===== config.mk =====
export PLATFORM = sky130hd
export DESIGN_NAME = rbpc_top
export DESIGN_NICKNAME = d
export VERILOG_FILES = /design/src/rtl/rbpc_pkg.sv /design/src/rtl/rbpc_ctrl.sv /design/src/rtl/rbpc_datapath.sv /design/src/rtl/rbpc_top.sv
export SDC_FILE = /design/constraint.sdc
export NUM_CORES = 1
export LEC_CHECK = 0
export ABC_AREA = 1
export ABC_CLOCK_PERIOD_IN_PS = 3100
export BUFFER_PORTS_ARGS = -buffer_cell sky130_fd_sc_hd__buf_2
export CAP_MARGIN = 5
export CELL_PAD_IN_SITES_DETAIL_PLACEMENT = 1
export CELL_PAD_IN_SITES_GLOBAL_PLACEMENT = 1
export CORE_MARGIN = 2
export CORE_UTILIZATION = 34
export CTS_BUF_LIST = sky130_fd_sc_hd__clkbuf_4
export CTS_CLUSTER_DIAMETER = 200
export DETAILED_ROUTE_END_ITERATION = 8
export PLACE_DENSITY = 0.88
export SLEW_MARGIN = 25
export SYNTH_ARGS = -nofsm -noshare
export SYNTH_HDL_FRONTEND = slang
export SYNTH_SLANG_ARGS = --single-unit

===== constraint.sdc =====
create_clock -name clk -period 3.1 [get_ports clk]
set_input_delay 0.62 -clock clk [delete_from_list [all_inputs] [get_ports clk]]
set_output_delay 0.62 -clock clk [all_outputs]
set_load 0.02 [all_outputs]

===== src/rtl/rbpc_pkg.sv =====
package rbpc_pkg;

  // Strobes from the decode/control half to the address datapath
  typedef struct packed {
    logic take;     // redirect to the relative target
    logic longOff;  // use the wide offset field instead of the short one
    logic push;     // request a return-stack push
  } rbpcStrobe_t;

  typedef enum logic [1:0] {
    FLAG_ZERO = 2'd0,
    FLAG_CARRY = 2'd1,
    FLAG_OVFL = 2'd2,
    FLAG_NEG = 2'd3
  } flagSel_e;

  localparam logic [4:0] GRP_COND = 5'b11100;
  localparam logic [4:0] GRP_BRA = 5'b11010;
  localparam logic [4:0] GRP_CALL = 5'b11011;

endpackage


===== src/rtl/rbpc_ctrl.sv =====
module rbpc_ctrl
  import rbpc_pkg::*;
#(
  parameter int INSTR_W = 16
) (
  input  logic [INSTR_W-1:0] instrWord,
  input  logic               flagCarry,
  input  logic               flagZero,
  input  logic               flagOverflow,
  input  logic               flagNegative,
  output rbpcStrobe_t        strobe
);

  localparam int GRP_HI = INSTR_W - 1;
  localparam int GRP_LO = INSTR_W - 5;

  logic [4:0] grpField;
  logic       isCond;
  logic       isBra;
  logic       isCall;
  flagSel_e   flagSel;
  logic       invertSense;
  logic       flagVal;
  logic       condHit;

  assign grpField = instrWord[GRP_HI:GRP_LO];
  assign isCond = (grpField == GRP_COND);
  assign isBra = (grpField == GRP_BRA);
  assign isCall = (grpField == GRP_CALL);

  assign flagSel = flagSel_e'(instrWord[GRP_LO-1:GRP_LO-2]);
  assign invertSense = instrWord[GRP_LO-3];

  always_comb begin
    unique case (flagSel)
      FLAG_ZERO: flagVal = flagZero;
      FLAG_CARRY: flagVal = flagCarry;
      FLAG_OVFL: flagVal = flagOverflow;
      FLAG_NEG: flagVal = flagNegative;
      default: flagVal = 1'b0;
    endcase
  end

  assign condHit = flagVal ^ invertSense;

  always_comb begin
    strobe.take = (isCond & condHit) | isBra | isCall;
    strobe.longOff = isBra | isCall;
    strobe.push = isCall;
  end

endmodule


===== src/rtl/rbpc_datapath.sv =====
module rbpc_datapath
  import rbpc_pkg::*;
#(
  parameter int INSTR_W = 16,
  parameter int PC_W = 21,
  parameter int SHORT_W = 8,
  parameter int LONG_W = 11,
  parameter logic [PC_W-1:0] RESET_PC = '0
) (
  input  logic               clk,
  input  logic               rstN,
  input  logic               instrValid,
  input  logic [INSTR_W-1:0] instrWord,
  input  logic [PC_W-1:0]    curPc,
  input  rbpcStrobe_t        strobe,
  output logic [PC_W-1:0]    nextPc,
  output logic               branchTaken,
  output logic               pushReq,
  output logic [PC_W-1:0]    pushAddr
);

  localparam int SHORT_PAD = PC_W - SHORT_W;
  localparam int LONG_PAD = PC_W - LONG_W;
  localparam logic [PC_W-1:0] STEP = PC_W'(2);

  logic [PC_W-1:0] pcBase;
  logic [PC_W-1:0] pcSeq;
  logic [PC_W-1:0] shortExt;
  logic [PC_W-1:0] longExt;
  logic [PC_W-1:0] offWords;
  logic [PC_W-1:0] offBytes;
  logic [PC_W-1:0] target;
  logic [PC_W-1:0] pcNxtD;

  assign pcBase = {curPc[PC_W-1:1], 1'b0};
  assign pcSeq = pcBase + STEP;

  assign shortExt = {{SHORT_PAD{instrWord[SHORT_W-1]}}, instrWord[SHORT_W-1:0]};
  assign longExt = {{LONG_PAD{instrWord[LONG_W-1]}}, instrWord[LONG_W-1:0]};
  assign offWords = strobe.longOff ? longExt : shortExt;
  assign offBytes = {offWords[PC_W-2:0], 1'b0};
  assign target = pcSeq + offBytes;
  assign pcNxtD = strobe.take ? target : pcSeq;

  always_ff @(posedge clk) begin
    if (!rstN) begin
      nextPc <= RESET_PC;
      branchTaken <= 1'b0;
      pushReq <= 1'b0;
      pushAddr <= '0;
    end else if (instrValid) begin
      nextPc <= pcNxtD;
      branchTaken <= strobe.take;
      pushReq <= strobe.push;
      pushAddr <= pcSeq;
    end
  end

endmodule


===== src/rtl/rbpc_top.sv =====
module rbpc_top
  import rbpc_pkg::*;
#(
  parameter int INSTR_W = 16,
  parameter int PC_W = 21,
  parameter int SHORT_W = 8,
  parameter int LONG_W = 11
) (
  input  logic               clk,
  input  logic               rstN,
  input  logic               instrValid,
  input  logic [INSTR_W-1:0] instrWord,
  input  logic [PC_W-1:0]    curPc,
  input  logic               flagCarry,
  input  logic               flagZero,
  input  logic               flagOverflow,
  input  logic               flagNegative,
  output logic [PC_W-1:0]    nextPc,
  output logic               branchTaken,
  output logic               pushReq,
  output logic [PC_W-1:0]    pushAddr
);

  rbpcStrobe_t strobe;

  rbpc_ctrl #(
    .INSTR_W(INSTR_W)
  ) u_ctrl (
    .instrWord   (instrWord),
    .flagCarry   (flagCarry),
    .flagZero    (flagZero),
    .flagOverflow(flagOverflow),
    .flagNegative(flagNegative),
    .strobe      (strobe)
  );

  rbpc_datapath #(
    .INSTR_W (INSTR_W),
    .PC_W    (PC_W),
    .SHORT_W (SHORT_W),
    .LONG_W  (LONG_W),
    .RESET_PC('0)
  ) u_dp (
    .clk        (clk),
    .rstN       (rstN),
    .instrValid (instrValid),
    .instrWord  (instrWord),
    .curPc      (curPc),
    .strobe     (strobe),
    .nextPc     (nextPc),
    .branchTaken(branchTaken),
    .pushReq    (pushReq),
    .pushAddr   (pushAddr)
  );

endmodule


Yosys cells after proc, flatten, opt, wreduce, memory -nomap -nowiden
Cells that the tools add are included.
W data, S select, Z words.
- logic and storage cells: 21
- register bits after elaboration: 44
- output and inout bits: 44
- $add $sub $neg: 2
- eq/ne operators: 6
- muxes and demuxes: 3
- bitwise operators: 5
- reductions and logical operators: 1
- operator list (operator ; count):
    $add A21 B2 Y21 const B ; 1
    $add A21 B21 Y21 ; 1
    $mux W21 ; 1
    $mux W20 ; 1
    $eq A5 B5 Y1 const B ; 3
    $eq A2 B2 Y1 const B ; 2
    $pmux W1 S4 ; 1
    $or A1 B1 Y1 ; 3
    $eq A2 B1 Y1 const B ; 1
    $logic_not A2 Y1 ; 1
    $and A1 B1 Y1 ; 1
    $xor A1 B1 Y1 ; 1

Depth between registers and ports, before layout
Gate-level depths: netlist (run 1).
- depth after elaboration: 7
- gate-level depth with buffers: 23

Modules after synthesis
Synthesis (run 1) repeated with hierarchy kept, for this count alone.
- cell total of the unflattened synthesis: 506
- area total of the unflattened synthesis: 3319.4 um^2
- modules (own cells, without submodules) (module ; area each (um^2) ; instances ; sequential area each (um^2) ; cells an instance):
    rbpc_datapath ; 3211.8 ; 1 ; 840.8 ; 483
    rbpc_ctrl ; 107.6 ; 1 ; 0.0 ; 23

Worst setup path before layout (run 1)
No wires, ideal clock.
- path type: input-to-reg
- start point: in curPc[1]
- end point: reg u_dp.nextPc[20]
- buffers on the path: 0
- path slack: 0.082 ns
- arrival time: 2.909 ns
- data required time: 2.991 ns
- cell stages on the path: 22
- cell sequence: ha_1 nand2_2 nor3_2 nand2_1 nor2_2 inv_1 nor4b_2 xnor2_1 clkinv_1 ha_1 nand2_1 nand2_1 nand3_1 nand2_1 a21oi_2 nand2_1 nand2_1 nand3_1 nand2_1 nand3_1 nand2_1 inv_1
- word-level cells in the longest chain between the ends: 3
- RTL lines (item ; RTL line ; source):
    start: declaration ; rbpc_top.sv:13 ; input logic [PC_W-1:0] curPc,
    $add A21 B2 Y21 ; rbpc_datapath.sv:36 ; assign pcSeq = pcBase + STEP;
    via u_dp.pcSeq[17] ; rbpc_datapath.sv:27 ; logic [PC_W-1:0] pcSeq;
    $add A21 B21 Y21 ; rbpc_datapath.sv:42 ; assign target = pcSeq + offBytes;
    $mux W21 ; rbpc_datapath.sv:43 ; assign pcNxtD = strobe.take ? target : pcSeq;
    end signal: assignment ; rbpc_datapath.sv:52 ; nextPc <= pcNxtD;
    end: declaration ; rbpc_datapath.sv:16 ; output logic [PC_W-1:0] nextPc,
The timed path passes the listed nets, and every way through them passes these cells.
A chain may end at the register's enable or synchronous reset.

Worst setup path after layout (run 1)
Ends and elaborated chain as after synthesis.

==> flow_metrics.tcl, run 1 <==
set metrics [dict create \
    outcome "finished clean" \
    core_area_um2 9684 \
    crit_fanout 5 \
    syn_inst 509 \
    n_fill_cell 1307 \
    r2r_cells 3 \
    pre_cts_ws_ns -0.4886 \
    maxSlewHeadroom_pct 62.42 \
    overflow 0 \
    htree_num_levels 2 \
    ys_seq_elements 42 \
    hpwlAfterDp_um 9971 \
    wl_um 12610 \
    hold_buffers 0 \
    setup_slack_ns 0.1188 \
    std_cell_rows 36 \
    initial_core_util_pct 34.78 \
    clock_sinks 42 \
    synth_edf_count 0 \
    first_pass_iters 4 \
    fin_crit_sh_pct 96.17 \
    final_cell_mix "nand2_1, buf_2, inv_1" \
    viasPerCell 5.145 \
    place_inst 768 \
    maxSlewViolCount 0 \
    gp_congestion 0.9604 \
    fin_nets 708 \
    io_pins 88 \
    crit_arrival_ns 3.32 \
    cp_slowest_cell "or2_2" \
    synth_xor_area_share_pct 4.941 \
    path_clk_slew_ns 0.14 \
    power_w 0.001624 \
    grt_pass1_vias 4261 \
    rrSetupSlack_ns 2.25 \
    die_h_um 103.5 \
    grt_antenna_before_repair 0 \
    async_flop_share_pct 0 \
    synth_flop_cell "dfxtp_1" \
    min_path_type "flip-flop to flip-flop" \
    timing.rr.start "u_dp.pushAddr[20]$_SDFFE_PN0P_" \
    worstHoldEndpoint "u_dp.nextPc[1]$_SDFFE_PN0P_" \
    finalHoldViolCount 0 \
    grt_max_degree 37 \
    cts_tree "done" \
    finalNonFillerCells 778 \
    setup_viol_count_final 0 \
    hold_depth 2 \
    yosysSeqAreaShare_pct 24.96 \
    synth_top_family_by_area "simple AND/OR/NAND/NOR gates" \
    root_buffer "clkbuf_4" \
    insertedDiodeCount 0 \
    synth.distinct_cells 44 \
    period_minus_slack_ns 2.981 \
    yosys_warnings 0 \
    sequential_cell_area_um2 840.8 \
    worstPathRequired_ns 3.44 \
    synth-simple-area-share_pct 34.73 \
    multi_input_area_um2 2344 \
    postRouteAntennaNets 0 \
    yosys.area.top_type_share_pct 24.96 \
    numCtsBuffers 5 \
    power_leakage_nw 2.382 \
    max_cap_violations 0 \
    grt_first_pass_wirelength_um 20270 \
    worstReg2RegEnd "u_dp.pushAddr[20]$_SDFFE_PN0P_" \
    fp.dieArea_um2 10720 \
    num_vias 4003 \
    wl_per_cell_um 16.21 \
    portBuffers 84 \
    synthMuxAreaShare_pct 0.3343 \
    grt.total_usage_pct 22.99 \
    areaGrowthSynthToFinish_pct 34.99 \
    first_iter_violations 131 \
    cts_buffer_depth 2 \
    max_freq_ghz 0.3354 \
    syn-cell-area_um2 3368 \
    final_util_pct 46.95 \
    worst_slew_pin_slew_ns 0.5603 \
    drive_gt1_share_pct 34.11 \
    die_x_um 103.5 \
    fin_worst_skew_ns 0 \
    cpPeakStageDelay_ns 0.31 \
    route.detailed.drc 0 \
    yosys-top-cells-area "dfxtp_1, nand2_1, inv_1, ha_1, nand3_1" \
    crit_path_cell_trace "buf_2, ha_2, nand2_2, buf_4, nor2_2, or2_2, nand2_4, inv_1, ha_4, nand2_1, nor2_2, nand3_1, nand3_1, nand3_2, a21oi_2, nand3_1, nand2_1, nand2_1, nand3_1, nand2_1, nand3_1, nand2_1, inv_1" \
    synthAdderAreaFrac_pct 7.652 \
    peakVddDrop_mv 0.1366 \
    synth_top_cell_by_area "dfxtp_1" \
    rsz0062_at_grt "true" \
    synth-compound-area-share_pct 17.50 \
    cellPowerDensity_nw_per_um2 357.1 \
    final_common_cell "nand2_1" \
    worstSetupEndpointType "flip-flop" \
    synth.avg_cell_area_um2 6.617 \
    hold_start "u_dp.nextPc[1]$_SDFFE_PN0P_" \
    clock_latency_ns 0.37 \
    crit_type "input port to flip-flop" \
    cp-start-kind "input port" \
]
## per-layer routing
layer  part of all wire [%]  GRT usage, %
met2                     49         41.34
met3                    3.4         2.454
met1                     45         29.00
met5                      0             0
met4                    2.3         6.660
## cells in the mapped netlist (2+ instances only)
master,count
nand2_1,103
inv_1,64
nor2_1,44
dfxtp_1,42
nand3_1,42
a21oi_1,39
o21ai_0,30
ha_1,19
nand2_2,15
o211ai_1,13
xor2_1,13
clkbuf_1,8
nor2_2,7
nand4_1,6
nor2_4,6
xnor2_1,6
buf_2,5
a21oi_2,4
nand3_2,4
or2_2,4
a21o_1,3
nor3_1,3
a22oi_1,2
a31oi_1,2
buf_4,2
clkinv_1,2
inv_2,2
nand3b_1,2
o21bai_1,2
## where the power goes
| part | switching (W) | total [W] | internal, W |
|---|---|---|---|
| registers | 0.0000198 | 0.000597 | 0.000577 |
| logic | 0.000393 | 0.000657 | 0.000263 |
| clock network | 0.000203 | 0.000370 | 0.000167 |
| total | 0.000616 | 0.00162 | 0.00101 |
## worst max-delay path, delay by kind of cell
family / cells / cell delay [ns]
AND/OR/NAND/NOR: 16 / 1.66
AO/OA/AOI/OAI: 1 / 0.15
adder cells (fa/ha/maj): 2 / 0.50
buffers and inverters: 4 / 0.40
## worst max-delay path by stage
stage              from  slack [ns]  cells after the start                      endpoint
2_1_floorplan  curPc[1]        0.08                     22  u_dp.nextPc[20]$_SDFFE_PN0P_
3_5_place_dp   curPc[1]       -0.49                     23  u_dp.nextPc[20]$_SDFFE_PN0P_
3_3_place_gp   curPc[1]       -0.30                     23  u_dp.nextPc[20]$_SDFFE_PN0P_
5_1_grt        curPc[1]       -0.08                     23  u_dp.nextPc[20]$_SDFFE_PN0P_
4_1_cts        curPc[1]        0.01                     23  u_dp.nextPc[20]$_SDFFE_PN0P_
6_report       curPc[1]        0.12                     23  u_dp.nextPc[20]$_SDFFE_PN0P_
## layout make-up
cell class / instances / share of cell area (%)
repair buffers: 143 / 18.99
flip-flops and latches: 42 / 18.49
clock inverters: 3 / 0.8806
well taps: 133 / 3.660
multi-input cells: 384 / 51.54
clock buffers: 5 / 0.8255
inverters: 68 / 5.614
## cells by family (layout without fill, tap and decap cells)
kind of cell | after synthesis | count (layout)
and+or+nand+nor | 241 | 241
AOI/OAI and AO/OA | 101 | 101
xor gates and xnor gates | 19 | 19
DFF | 42 | 42
adders and majority gates | 20 | 20
buffers and inverters | 84 | 219
other | 1 | 2
muxes | 1 | 1
## sequential cells by signal, summed over array words and instances, names as in the netlist
name / flops
u_dp.branchTaken: 1
u_dp.nextPc: 20
u_dp.pushAddr: 20
u_dp.pushReq: 1
## metrics by stage
step	hold WS, ns	setup TNS (ns)	instance area [um^2]
final	0.4761	0	4547
after global routing	0.5152	-0.1637	4547
after CTS	0.4772	0	4415
after detailed placement	0.4583	-3.840	4313
after global placement	0.4507	-2.097	4313
after floorplan	0.5446	0	3372
## repair_timing
| item | 4_1_cts | 5_1_grt |
|---|---|---|
| gates resized for setup | 4 | 20 |
| cloned | 0 | 0 |
| setup endpoints to repair | 2 | 9 |
| pin swaps | 0 | 6 |
| hold endpoints to repair | 0 | 0 |
| buffers inserted | 0 | 2 |
No activity file was read; power rests on OpenSTA's default activity.
==> run 2, diff against run 1 <==
--- a/config.mk
+++ b/config.mk
@@ -20,4 +20,5 @@
 export SLEW_MARGIN = 25
 export SYNTH_ARGS = -nofsm -noshare
 export SYNTH_HDL_FRONTEND = slang
+export SYNTH_HIERARCHICAL = 1
 export SYNTH_SLANG_ARGS = --single-unit
==> run 2 against run 1 <==
Against the previous run: sequential share of layout area is 0.17 points higher; clock skew stayed put; largest power group unchanged; flip-flop and latch count stayed put; synthesized area is 1.4% lower; first-iteration DRC count is 27% higher; largest cell class unchanged; critical path type unchanged; die area is 1.4% lower.
==> flow_metrics.tcl, run 2 <==
set metrics [dict create \
    first_iter_violations 166 \
    crit_arrival_ns 3.21 \
    gp_congestion 0.8674 \
    crit_type "input port to flip-flop" \
    yosys-top-cells-area "dfxtp_1, nand2_1, ha_1, inv_1, a21oi_1" \
    crit_fanout 4 \
    worst_slew_pin_slew_ns 0.7777 \
    root_buffer "clkbuf_4" \
    worstSetupEndpointType "flip-flop" \
    die_x_um 102.8 \
    async_flop_share_pct 0 \
    first_pass_iters 4 \
    yosys_warnings 6 \
    initial_core_util_pct 34.44 \
    clock_sinks 42 \
    fin_nets 709 \
    period_minus_slack_ns 2.953 \
    grt_antenna_before_repair 0 \
    grt.total_usage_pct 22.81 \
    r2r_cells 4 \
    n_fill_cell 1330 \
    grt_max_degree 34 \
    synth.avg_cell_area_um2 6.560 \
    final_cell_area_um2 4504 \
    hpwlAfterDp_um 9448 \
    finalHoldViolCount 0 \
    cellInternalPower_w 0.0009939 \
    die_h_um 102.8 \
    fin_worst_skew_ns 0 \
    hold_ws_ns 0.4728 \
    peakVddDrop_mv 0.1478 \
    setup_viol_count_final 0 \
    multi_input_area_um2 2270 \
    syn_inst 506 \
    num_vias 3901 \
    synth_top_cell_by_area "dfxtp_1" \
    timing.rr.start "u_dp/nextPc[3]$_SDFFE_PN0P_" \
    numCtsBuffers 5 \
    wl_um 12340 \
    areaGrowthSynthToFinish_pct 35.70 \
    ys_seq_elements 42 \
    fin_tns_setup_ns 0 \
    cts_buffer_depth 2 \
    hold_start "u_dp/branchTaken$_SDFFE_PN0P_" \
    rrSetupSlack_ns 2.27 \
    postRouteAntennaNets 0 \
    placed_area_um2 4297 \
    overflow 0 \
    crit_path_cell_trace "buf_2, ha_1, nand2_2, nor2_4, nand2_2, buf_4, nor2_4, nand2_1, nor3b_1, xor2_1, ha_1, a21oi_2, o21a_1, nand2_1, a21oi_1, o21ai_1, nand2_1, a21oi_2" \
    cts_tree "done" \
    cellPowerDensity_nw_per_um2 356.6 \
    clock_latency_ns 0.38 \
    grt_first_pass_wirelength_um 18930 \
    power_leakage_nw 2.358 \
    max_freq_ghz 0.3386 \
    std_cell_rows 36 \
    final_cell_mix "nand2_1, buf_2, inv_1, buf_4, dfxtp_1" \
    outcome "finished clean" \
    worstHoldEndpoint "u_dp/branchTaken$_SDFFE_PN0P_" \
    syn-cell-area_um2 3319 \
    synth.most_common_cell "nand2_1" \
    fp.dieArea_um2 10570 \
    core_area_um2 9639 \
    maxSlewHeadroom_pct 48.10 \
    largest_registers "u_dp/nextPc: 20 flops, u_dp/pushAddr: 20 flops" \
    highest_layer "met4" \
    hold_buffers 0 \
    cpPeakStageDelay_ns 0.34 \
    pwr-share-clk_pct 23.9 \
    m1WireLength_um 5293 \
    cp_slowest_cell "ha_1" \
    portBuffers 84 \
    yosysSeqAreaShare_pct 25.33 \
    max_cap_violations 0 \
    worstPathRequired_ns 3.36 \
    swShare_pct 38.13 \
    cp-start-kind "input port" \
    synth_edf_count 0 \
    wl_met3_um 479 \
    worstReg2RegEnd "u_dp/nextPc[3]$_SDFFE_PN0P_" \
    fin_crit_sh_pct 95.26 \
    hold_depth 2 \
    yosys.area.top_type_share_pct 25.33 \
    htree_num_levels 2 \
    io_pins 88 \
    grt_pass1_vias 4046 \
    power.switching_w 0.0006125 \
    path_clk_slew_ns 0.15 \
    pwr-share-comb_pct 39.0 \
    power_w 0.001606 \
    drive_gt1_share_pct 34.21 \
    final_common_cell "nand2_1" \
    path_common_cell "nand2_1" \
    insertedDiodeCount 0 \
    wl_met2_um 6308 \
    route.detailed.drc 0 \
    sequential_cell_area_um2 840.8 \
    synth_flop_cell "dfxtp_1" \
    maxSlewViolCount 0 \
    synth.distinct_cells 41 \
    critPathBufInv 2 \
    cpLargestDelayFamily "simple AND/OR/NAND/NOR gates" \
    wl_per_cell_um 15.84 \
    min_path_type "flip-flop to flip-flop" \
    seqPwrFrac_pct 37.1 \
    synthTopCellsByCount "nand2_1, inv_1, dfxtp_1" \
    viasPerCell 5.008 \
]
-- run 2: cell types whose count changed after synthesis, sizes merged, moves of 4 or more --
cell and delta:
o211ai -4, nor2 -7, nand2 +30, nand3 -16, a31oi +6, a21oi -5
-- run 2: cells by family (layout without fill, tap and decap cells) --
kind of cell,count (synthesis),count (layout),synth area share [%]
fa+ha+maj,20,20,7.765
buf+inv,83,222,9.951
flops,42,42,25.33
other cells,1,2,0.1130
xor+xnor,19,19,5.013
simple gates,243,243,35.09
compound gates,98,98,16.74
-- run 2: routing by layer --
metal | track usage [%] | up-vias
met2 | 41.78 | 97
met1 | 27.16 | 1871
li1 | - | 1912
met5 | 0 | -
met3 | 3.186 | 21
met4 | 7.996 | 0
-- run 2: what timing repair did --
action                     4_1_cts  5_1_grt
setup endpoints to repair        0        8
gates resized for setup          0       19
setup buffers                    0        1
-- run 2: cell type report --
class                   count  area share (%)
multi-input cells         382           50.39
repair buffers            147           19.83
flip-flops and latches     42           18.67
inverters                  67           5.583
well taps                 133           3.694
clock inverters             3           1.000
clock buffers               5          0.8333
-- run 2: through the flow --
stage | util [%] | instances | setup WS [ns]
after global routing | 46.73 | 779 | -0.04085
after floorplan | - | 507 | 0.1383
after global placement | 44.57 | 770 | -0.2549
after CTS | 45.43 | 778 | 0.08919
after detailed placement | 44.57 | 770 | -0.3510
final | 46.73 | 779 | 0.1469
-- run 2: worst max-delay path by stage --
stage,depth (start not counted),slack (ns),startpoint,endpoint
after floorplan,20,0.14,curPc[1],u_dp/nextPc[17]$_SDFFE_PN0P_
after global placement,21,-0.25,curPc[1],u_dp/nextPc[17]$_SDFFE_PN0P_
after detailed placement,21,-0.35,curPc[1],u_dp/nextPc[17]$_SDFFE_PN0P_
after CTS,22,0.09,curPc[1],u_dp/nextPc[17]$_SDFFE_PN0P_
after global routing,18,-0.04,curPc[1],u_dp/nextPc[18]$_SDFFE_PN0P_
final,18,0.15,curPc[1],u_dp/nextPc[18]$_SDFFE_PN0P_
-- run 2: power groups by stage --
stage / clock (W) / combinational [W] / sequential (W)
6_report: 0.000384 / 0.000627 / 0.000596
5_1_grt: 0.000411 / 0.000687 / 0.000601
4_1_cts: 0.000403 / 0.000597 / 0.000596
3_5_place_dp: 0 / 0.000588 / 0.000608
3_3_place_gp: 0 / 0.000560 / 0.000606
2_1_floorplan: 0 / 0.000306 / 0.000652
-- run 2: worst register-to-register path, delay by kind of cell, from the launching register on --
kind / cells / cell delay, ns
AND/OR/NAND/NOR: 2 / 0.16
AO/OA/AOI/OAI: 2 / 0.23
flip-flops: 1 / 0.37
